==> src/rtl/spi_cfg_regs.sv <==
module spi_cfg_regs #(
  parameter int MAIN  = 32,
  parameter int LOCAL = 28,
  parameter int W     = 10
) (
  input  logic               clk,
  input  logic               rst_n,
  input  logic               spi_sclk,
  input  logic               spi_csn,
  input  logic               spi_din,
  output logic               spi_dout,
  output logic [MAIN*W-1:0]  cfg_main,
  output logic [LOCAL*W-1:0] cfg_local,
  output logic               wr_stb,
  output logic               wr_bank,
  output logic [4:0]         wr_addr
);
  localparam int FB = 6 + W;

  logic [W-1:0] main_q  [MAIN];
  logic [W-1:0] local_q [LOCAL];

  logic [2:0]    sclk_r, cs_r;
  logic [1:0]    din_r;
  logic [4:0]    cnt;
  logic [FB-1:0] sh;
  logic [W-1:0]  rdsh;
  logic          rd_q;

  wire csn_s   = cs_r[1];
  wire s_rise  = sclk_r[1] & ~sclk_r[2];
  wire s_fall  = ~sclk_r[1] & sclk_r[2];
  wire cs_rise = cs_r[1] & ~cs_r[2];
  wire bank    = main_q[0][0];

  function automatic logic [W-1:0] rd_val(input logic [4:0] a);
    if (a == 5'd0 || !bank) return (int'(a) < MAIN) ? main_q[a] : '0;
    if (int'(a) <= LOCAL) return local_q[a - 5'd1];
    return '0;
  endfunction

  wire [4:0]   wa       = sh[FB-2:W];
  wire         wa_main  = (wa == 5'd0) || !bank;
  wire         wa_hit   = wa_main ? (int'(wa) < MAIN) : (int'(wa) <= LOCAL);
  wire         commit   = cs_rise && (cnt == 5'(FB)) && !sh[FB-1] && wa_hit;
  wire [W-1:0] rv       = rd_val(sh[4:0]);

  always_ff @(posedge clk or negedge rst_n) begin
    if (!rst_n) begin
      sclk_r   <= '0;
      cs_r     <= '1;
      din_r    <= '0;
      cnt      <= '0;
      sh       <= '0;
      rdsh     <= '0;
      rd_q     <= 1'b0;
      spi_dout <= 1'b0;
      wr_stb   <= 1'b0;
      wr_bank  <= 1'b0;
      wr_addr  <= '0;
    end else begin
      sclk_r <= {sclk_r[1:0], spi_sclk};
      cs_r   <= {cs_r[1:0], spi_csn};
      din_r  <= {din_r[0], spi_din};
      wr_stb <= 1'b0;
      if (csn_s) begin
        cnt      <= '0;
        rd_q     <= 1'b0;
        spi_dout <= 1'b0;
        if (commit) begin
          wr_stb  <= 1'b1;
          wr_bank <= !wa_main;
          wr_addr <= wa;
        end
      end else begin
        if (s_rise && cnt != 5'(FB)) begin
          sh  <= {sh[FB-2:0], din_r[1]};
          cnt <= cnt + 5'd1;
        end
        if (s_fall) begin
          if (cnt == 5'd6 && sh[5]) begin
            rd_q     <= 1'b1;
            spi_dout <= rv[W-1];
            rdsh     <= {rv[W-2:0], 1'b0};
          end else if (rd_q && cnt > 5'd6 && cnt < 5'(FB)) begin
            spi_dout <= rdsh[W-1];
            rdsh     <= {rdsh[W-2:0], 1'b0};
          end else begin
            spi_dout <= 1'b0;
          end
        end
      end
    end
  end

  always_ff @(posedge clk) begin
    if (commit) begin
      if (wa_main) main_q[wa] <= sh[W-1:0];
      else         local_q[wa - 5'd1] <= sh[W-1:0];
    end
  end

  for (genvar i = 0; i < MAIN; i++) begin : g_main
    assign cfg_main[i*W +: W] = main_q[i];
  end
  for (genvar i = 0; i < LOCAL; i++) begin : g_local
    assign cfg_local[i*W +: W] = local_q[i];
  end
endmodule

==> config.mk <==
export PLATFORM = sky130hd
export DESIGN_NAME = spi_cfg_regs
export DESIGN_NICKNAME = d
export VERILOG_FILES = /design/src/rtl/spi_cfg_regs.sv
export SDC_FILE = /design/constraint.sdc
export NUM_CORES = 1
export LEC_CHECK = 0
export BUFFER_PORTS_ARGS = -buffer_cell sky130_fd_sc_hd__buf_4
export CAP_MARGIN = 40
export CELL_PAD_IN_SITES_DETAIL_PLACEMENT = 1
export CELL_PAD_IN_SITES_GLOBAL_PLACEMENT = 2
export CORE_MARGIN = 1
export CORE_UTILIZATION = 39
export DETAILED_ROUTE_END_ITERATION = 16
export HOLD_SLACK_MARGIN = 0.15
export PLACE_DENSITY = 0.8
export SLEW_MARGIN = 10
export SYNTH_ARGS = -nofsm -noshare
export SYNTH_HDL_FRONTEND = slang
export SYNTH_SLANG_ARGS = --single-unit
export TNS_END_PERCENT = 1
==> constraint.sdc <==
create_clock -name clk -period 5.3 [get_ports clk]
set_clock_uncertainty 0.2 [all_clocks]
set_input_delay 1.06 -clock clk [delete_from_list [all_inputs] [get_ports clk]]
set_output_delay 1.06 -clock clk [all_outputs]
set_load 0.01 [all_outputs]
* Yosys cells after proc, flatten, opt, wreduce, memory -nomap -nowiden *
Memories as Yosys holds them, arrays and structs flattened.
Index checks and enable logic that the tools add are counted.

word-level totals
  register bits = 48
  bits in latches = 0
  RAM bits = 600
  ROM bits = 0
  memories = 2

operators by class
  add/subtract/negate cells = 3
  multiply operators = 0
  divide/modulo/power cells = 0
  $lt $le $gt $ge = 4
  equality and inequality tests = 3
  shift operators = 0
  multiplexer cells = 27
  bitwise logic cells = 7
  reduce and logical (&&, ||, !) cells = 22

memory list
  name     depth  width  read ports  clocked after Yosys merged registers in  write ports  line  text
  main_q   32     10     33          0                                        1            20    logic [W-1:0] main_q [MAIN];
  local_q  28     10     29          0                                        1            21    logic [W-1:0] local_q [LOCAL];

operators by type and width
  operator             number
  $mux 10              6
  $mux 1               19
  $le 5x5->1 const B   2
  $logic_not 5->1      2
  $mux 5               2
  $sub 5x1->5 const B  2
  $reduce_bool 2->1    4
  $logic_and 1x1->1    7
  $reduce_and 2->1     3
  $add 5x1->5 const B  1
  $eq 5x3->1 const B   1
  $eq 5x5->1 const B   1
  $gt 5x3->1 const B   1
  $lt 5x5->1 const B   1
  $ne 5x5->1 const B   1
  $not 1->1            4
  $and 1x1->1          3
  $logic_not 1->1      3
  $reduce_and 3->1     1
  $logic_or 1x1->1     2

* Logic depth before layout (Yosys ltp) *
  depth in word-level cells = 9
  depth in mapped cells = 15
  mapped depth without buffers = 8

* Worst setup path before layout *
OpenSTA, ideal clock, no wires.

  path type = register to register
  start point = reg sh[1]
  end point = reg rdsh[2]
  data arrival time = 3,804 ps
  required time = 4,972 ps
  path slack = 1,168 ps
  stages on the path, launching flop included = 16
  path through = dfrtp_1 > buf_6 > buf_6 > buf_6 > buf_2 > buf_2 > inv_1 > ha_1 > buf_2 > clkbuf_1 > buf_2 > mux4_2 > nand2_1 > a311oi_1 > o21ai_0 > nand3b_1

on the way
  cells in the longest elaborated chain, start to end = 6
  elaborated cells between the ends (all ways) = 14
  classes of those cells = add/sub: 1; order compare: 1; mux: 8; reduce/logical: 2; memory: 2

ends and longest elaborated chain
  what                                         line  text
  from (decl)                                  26    logic [FB-1:0] sh;
  from (signal assigned)                       77    sh <= {sh[FB-2:0], din_r[1]};
  $sub 5x1->5, or another cell as far along    38    if (int'(a) <= LOCAL) return local_q[a - 5'd1];
  $mem_v2 28x10, or another cell as far along  -
  $mux 10 or $mux 1 (tied branches)            38
  $mux 10                                      39    return '0;
  $mux 10 (*)                                  38
  $mux 10 (*)                                  81    if (cnt == 5'd6 && sh[5]) begin
  to (signal assigned)                         84    rdsh <= {rv[W-2:0], 1'b0};
  to (signal assigned)                         87    rdsh <= {rdsh[W-2:0], 1'b0};
  to (decl)                                    27    logic [W-1:0] rdsh;

Every way passes the cells marked *; elsewhere a longest branch is shown, timed or not. The select of a mux whose other input is x is not followed.
A chain may end at the register's enable or synchronous reset.

* Worst setup path after layout *
  start point = reg cnt[1]
  end point = mem local_q[22][9], enable pin

on the way
  cells in the longest elaborated chain, start to end = 6

ends and longest elaborated chain
  what                             line  text
  from (decl)                      25    logic [4:0] cnt;
  from (signal assigned)           78    cnt <= cnt + 5'd1;
  $eq 5x5->1                       45    wire commit = cs_rise && (cnt == 5'(FB)) && !sh[FB-1] && wa_hit;
  $logic_and 1x1->1 (3 in series)  45
  $mux 1                           97    if (commit) begin
  $mux 1 (not written as such)     99    else local_q[wa - 5'd1] <= sh[W-1:0];
  to (decl)                        21

No other way between the ends.

==> flow_metrics.tcl <==
set metrics [dict create \
    grt_pass1_wl_mm 141 \
    start_kind "flop" \
    hold_start "sclk_r[0]" \
    synth-edff-count 640 \
    finalSetupTns_ns 0 \
    cts_resized 0 \
    wl_per_cell_um 32.7 \
    rsz0062_at_grt "false" \
    cp_slowest_cell "nor2_1" \
    reg2reg_depth 7 \
    vias 17364 \
    fmax_ghz 0.279 \
    antenna_found_initial 6 \
    synth-compound-area-share_pct 2.17 \
    finalHoldViolCount 0 \
    synthAdderAreaFrac_pct 0.138 \
    status "finished clean" \
    yosys.area_share.simple_pct 5.15 \
    timing.slew.headroom_pct 37.8 \
    postCtsHoldBufs 0 \
    yosysMostFrequentCell "edfxtp_1" \
    path_clk_slew_ns 0.06 \
    cts.sinks 687 \
    whs_endpoint "sclk_r[1]" \
    clock_path_buffers 3 \
    wirelength_mm 102 \
    crit_chain "nand2b_1 > nor4_1 > nand3_1 > a31oi_1 > buf_4 > nand4_1 > nor2_1" \
    synth_top_cell_area_share_pct 70.8 \
    rows 96 \
    initial_utilization_pct 39.5 \
    synth-seq-cells 687 \
    ir_worst_vdd_mv 0.244 \
    powerDensity_nw_per_um2 398 \
    cp.required_ns 5.33 \
    synth_cell_types 65 \
    clk_latency_ns 0.62 \
    yosysWarnings 0 \
    worstSetupPathType "reg -> reg" \
    postRouteAntennaNets 0 \
    grt_pass1_vias 17897 \
    dr.pass1.iters 5 \
    cts_max_level 3 \
    synth_top_family_by_area "multiplexers" \
    synth.yosys.seq_area_share_pct 75.1 \
    syn_to_final_growth_pct 31.6 \
    drive_gt1_share_pct 46.1 \
    report.final.setup_viol 0 \
    drv_cap 0 \
    cp-end-kind "flop" \
    reg2reg_slack_ns 1.72 \
    die_width_um 266 \
    synthCells 1387 \
    fillers 6512 \
    core_area_um2 68700 \
    cts_root_buffer "clkbuf_16" \
    yosys_most_used_dff "edfxtp_1" \
    die-area_um2 70700 \
    port_buffers 612 \
    timing.hold.ws_ns 0.159 \
    grt_max_degree 144 \
    cts_setup_buffers 0 \
    worst_pin_slew_ns 0.932 \
    syn_area_per_cell_um2 19.6 \
    fin_nets 2126 \
    io_pins 613 \
    hpwl_mm 72.9 \
    arrival_ns 3.61 \
    cts_tree "done" \
    synth_xor_area_share_pct 0.415 \
    synth_top_area_cell "edfxtp_1" \
    hp-class "reg -> reg" \
    async_reset_ff_share_pct 6.84 \
    finalCriticalPeriod_ns 3.58 \
    ys_top_cells_by_area "edfxtp_1 71%, mux4_2 12%, dfrtp_1 4.1%" \
    die_y_um 266 \
    routed_via_density 5.59 \
    slew_viol_final 0 \
    grt_overflow 0 \
    cts_buffers 75 \
    synth_common_cells "640 x edfxtp_1, 148 x mux4_2, 110 x nand2_1, 80 x nor2_1, 44 x dfrtp_1" \
    gp_congestion 0.918 \
    worstPathMaxFanout 12 \
    synth_area_um2 27200 \
    synth.mux.area_fraction_pct 15.2 \
    grt_usage_pct 28.5 \
    reg2reg_from "cnt[1]" \
    reg2reg_to "local_q[22][9]" \
    drc 0 \
    slowest_delay_ns 0.86 \
    p_leak_nw 13.1 \
    drt_iter0_drc 1798 \
    min_path_cells 0 \
    fin_crit_sh_pct 67.6 \
]
metrics by stage:
stage               worst slack (ns)  cell area, µm²  power, mW  std cells  utilization [%]
floorplan                       1.17           27300       8.11       1426                -
global placement                1.60           33000       9.12       2930             48.1
detailed placement              1.60           33300       9.22       2969             48.5
CTS                             1.58           35700       14.3       3105             51.9
global route                    1.46           35700       14.6       3108             52.0
finish                          1.72           35700       14.2       3109             52.0
routing by layer:
layer	up-vias	GRT usage [%]	share of wire, %
met5	-	0	0.017
met4	2	10.7	3.6
met3	169	5.53	7.4
met2	874	47.4	50
met1	9273	37.0	39
li1	7046	-	-
how the worst max path moves through the flow:
stage,start,endpoint,slack (ns),cells after the start
2_1_floorplan,sh[1],rdsh[2],1.17,15
3_3_place_gp,sh[0],spi_dout,1.60,7
3_5_place_dp,sh[0],rdsh[9],1.60,8
4_1_cts,sh[0],rdsh[9],1.58,8
5_1_grt,cnt[1],local_q[22][9],1.46,7
6_report,cnt[1],local_q[22][9],1.72,7
area by class of cell:
type | count | area, µm² | area share (%)
antenna | 1 | 2.50 | 0.00700
clock buffer | 88 | 1990 | 5.57
clock inverter | 48 | 365 | 1.02
inverter | 6 | 22.5 | 0.0630
multi-input combinational | 656 | 6460 | 18.1
sequential | 687 | 20400 | 57.2
tap | 931 | 1160 | 3.26
timing repair buffer | 692 | 5300 | 14.8
worst max-delay path, delay by kind of cell (launching register included):
kind / cells / cell delay [ns]
buf+inv: 1 / 0.23
compound gates: 1 / 0.24
flops: 1 / 0.44
simple gates: 5 / 2.09
cells by family (layout without fill, tap and decap cells):
logic type | count (synthesis) | count (layout)
compound gates | 82 | 82
xor+xnor | 12 | 12
fa+ha+maj | 3 | 3
buf+inv | 83 | 834
flops | 687 | 687
mux | 221 | 221
other cells | 1 | 41
simple gates | 298 | 298
power by group:
part	total, mW	leakage [nW]	internal [mW]	switching, mW
Combinational	2.51	5.42	0.834	1.67
Sequential	6.63	6.47	6.37	0.255
Clock	5.08	1.16	2.89	2.19
sequential cells by signal, indices dropped and copies added, names as in the netlist, 2 cells and up:
signal	flops
local_q	320
main_q	320
sh	16
rdsh	9
cnt	5
wr_addr	5
cs_r	3
sclk_r	3
din_r	2
cells in the final DEF (no fill, tap or decap), types with 6 or more instances in the layout:
cell / synthesis / layout
buf_4: 10 / 681
edfxtp_1: 640 / 640
mux4_2: 148 / 148
nand2_1: 110 / 110
nor2_1: 80 / 80
clkbuf_16: 0 / 78
conb_1: 1 / 40
mux2i_1: 37 / 37
nand3_1: 35 / 35
dfrtp_1: 44 / 34
mux2_2: 25 / 25
clkinv_2: 0 / 19
a21oi_1: 17 / 17
clkinv_1: 0 / 17
nand4_1: 14 / 14
nand2b_1: 11 / 11
clkbuf_1: 29 / 10
mux2_1: 9 / 9
o21ai_0: 8 / 8
nor2b_1: 7 / 7
and3_1: 7 / 7
xnor2_1: 7 / 6
o2111ai_1: 6 / 6
a311oi_1: 6 / 6
buf_12: 2 / 6
Power figures use the tool's default switching activity.
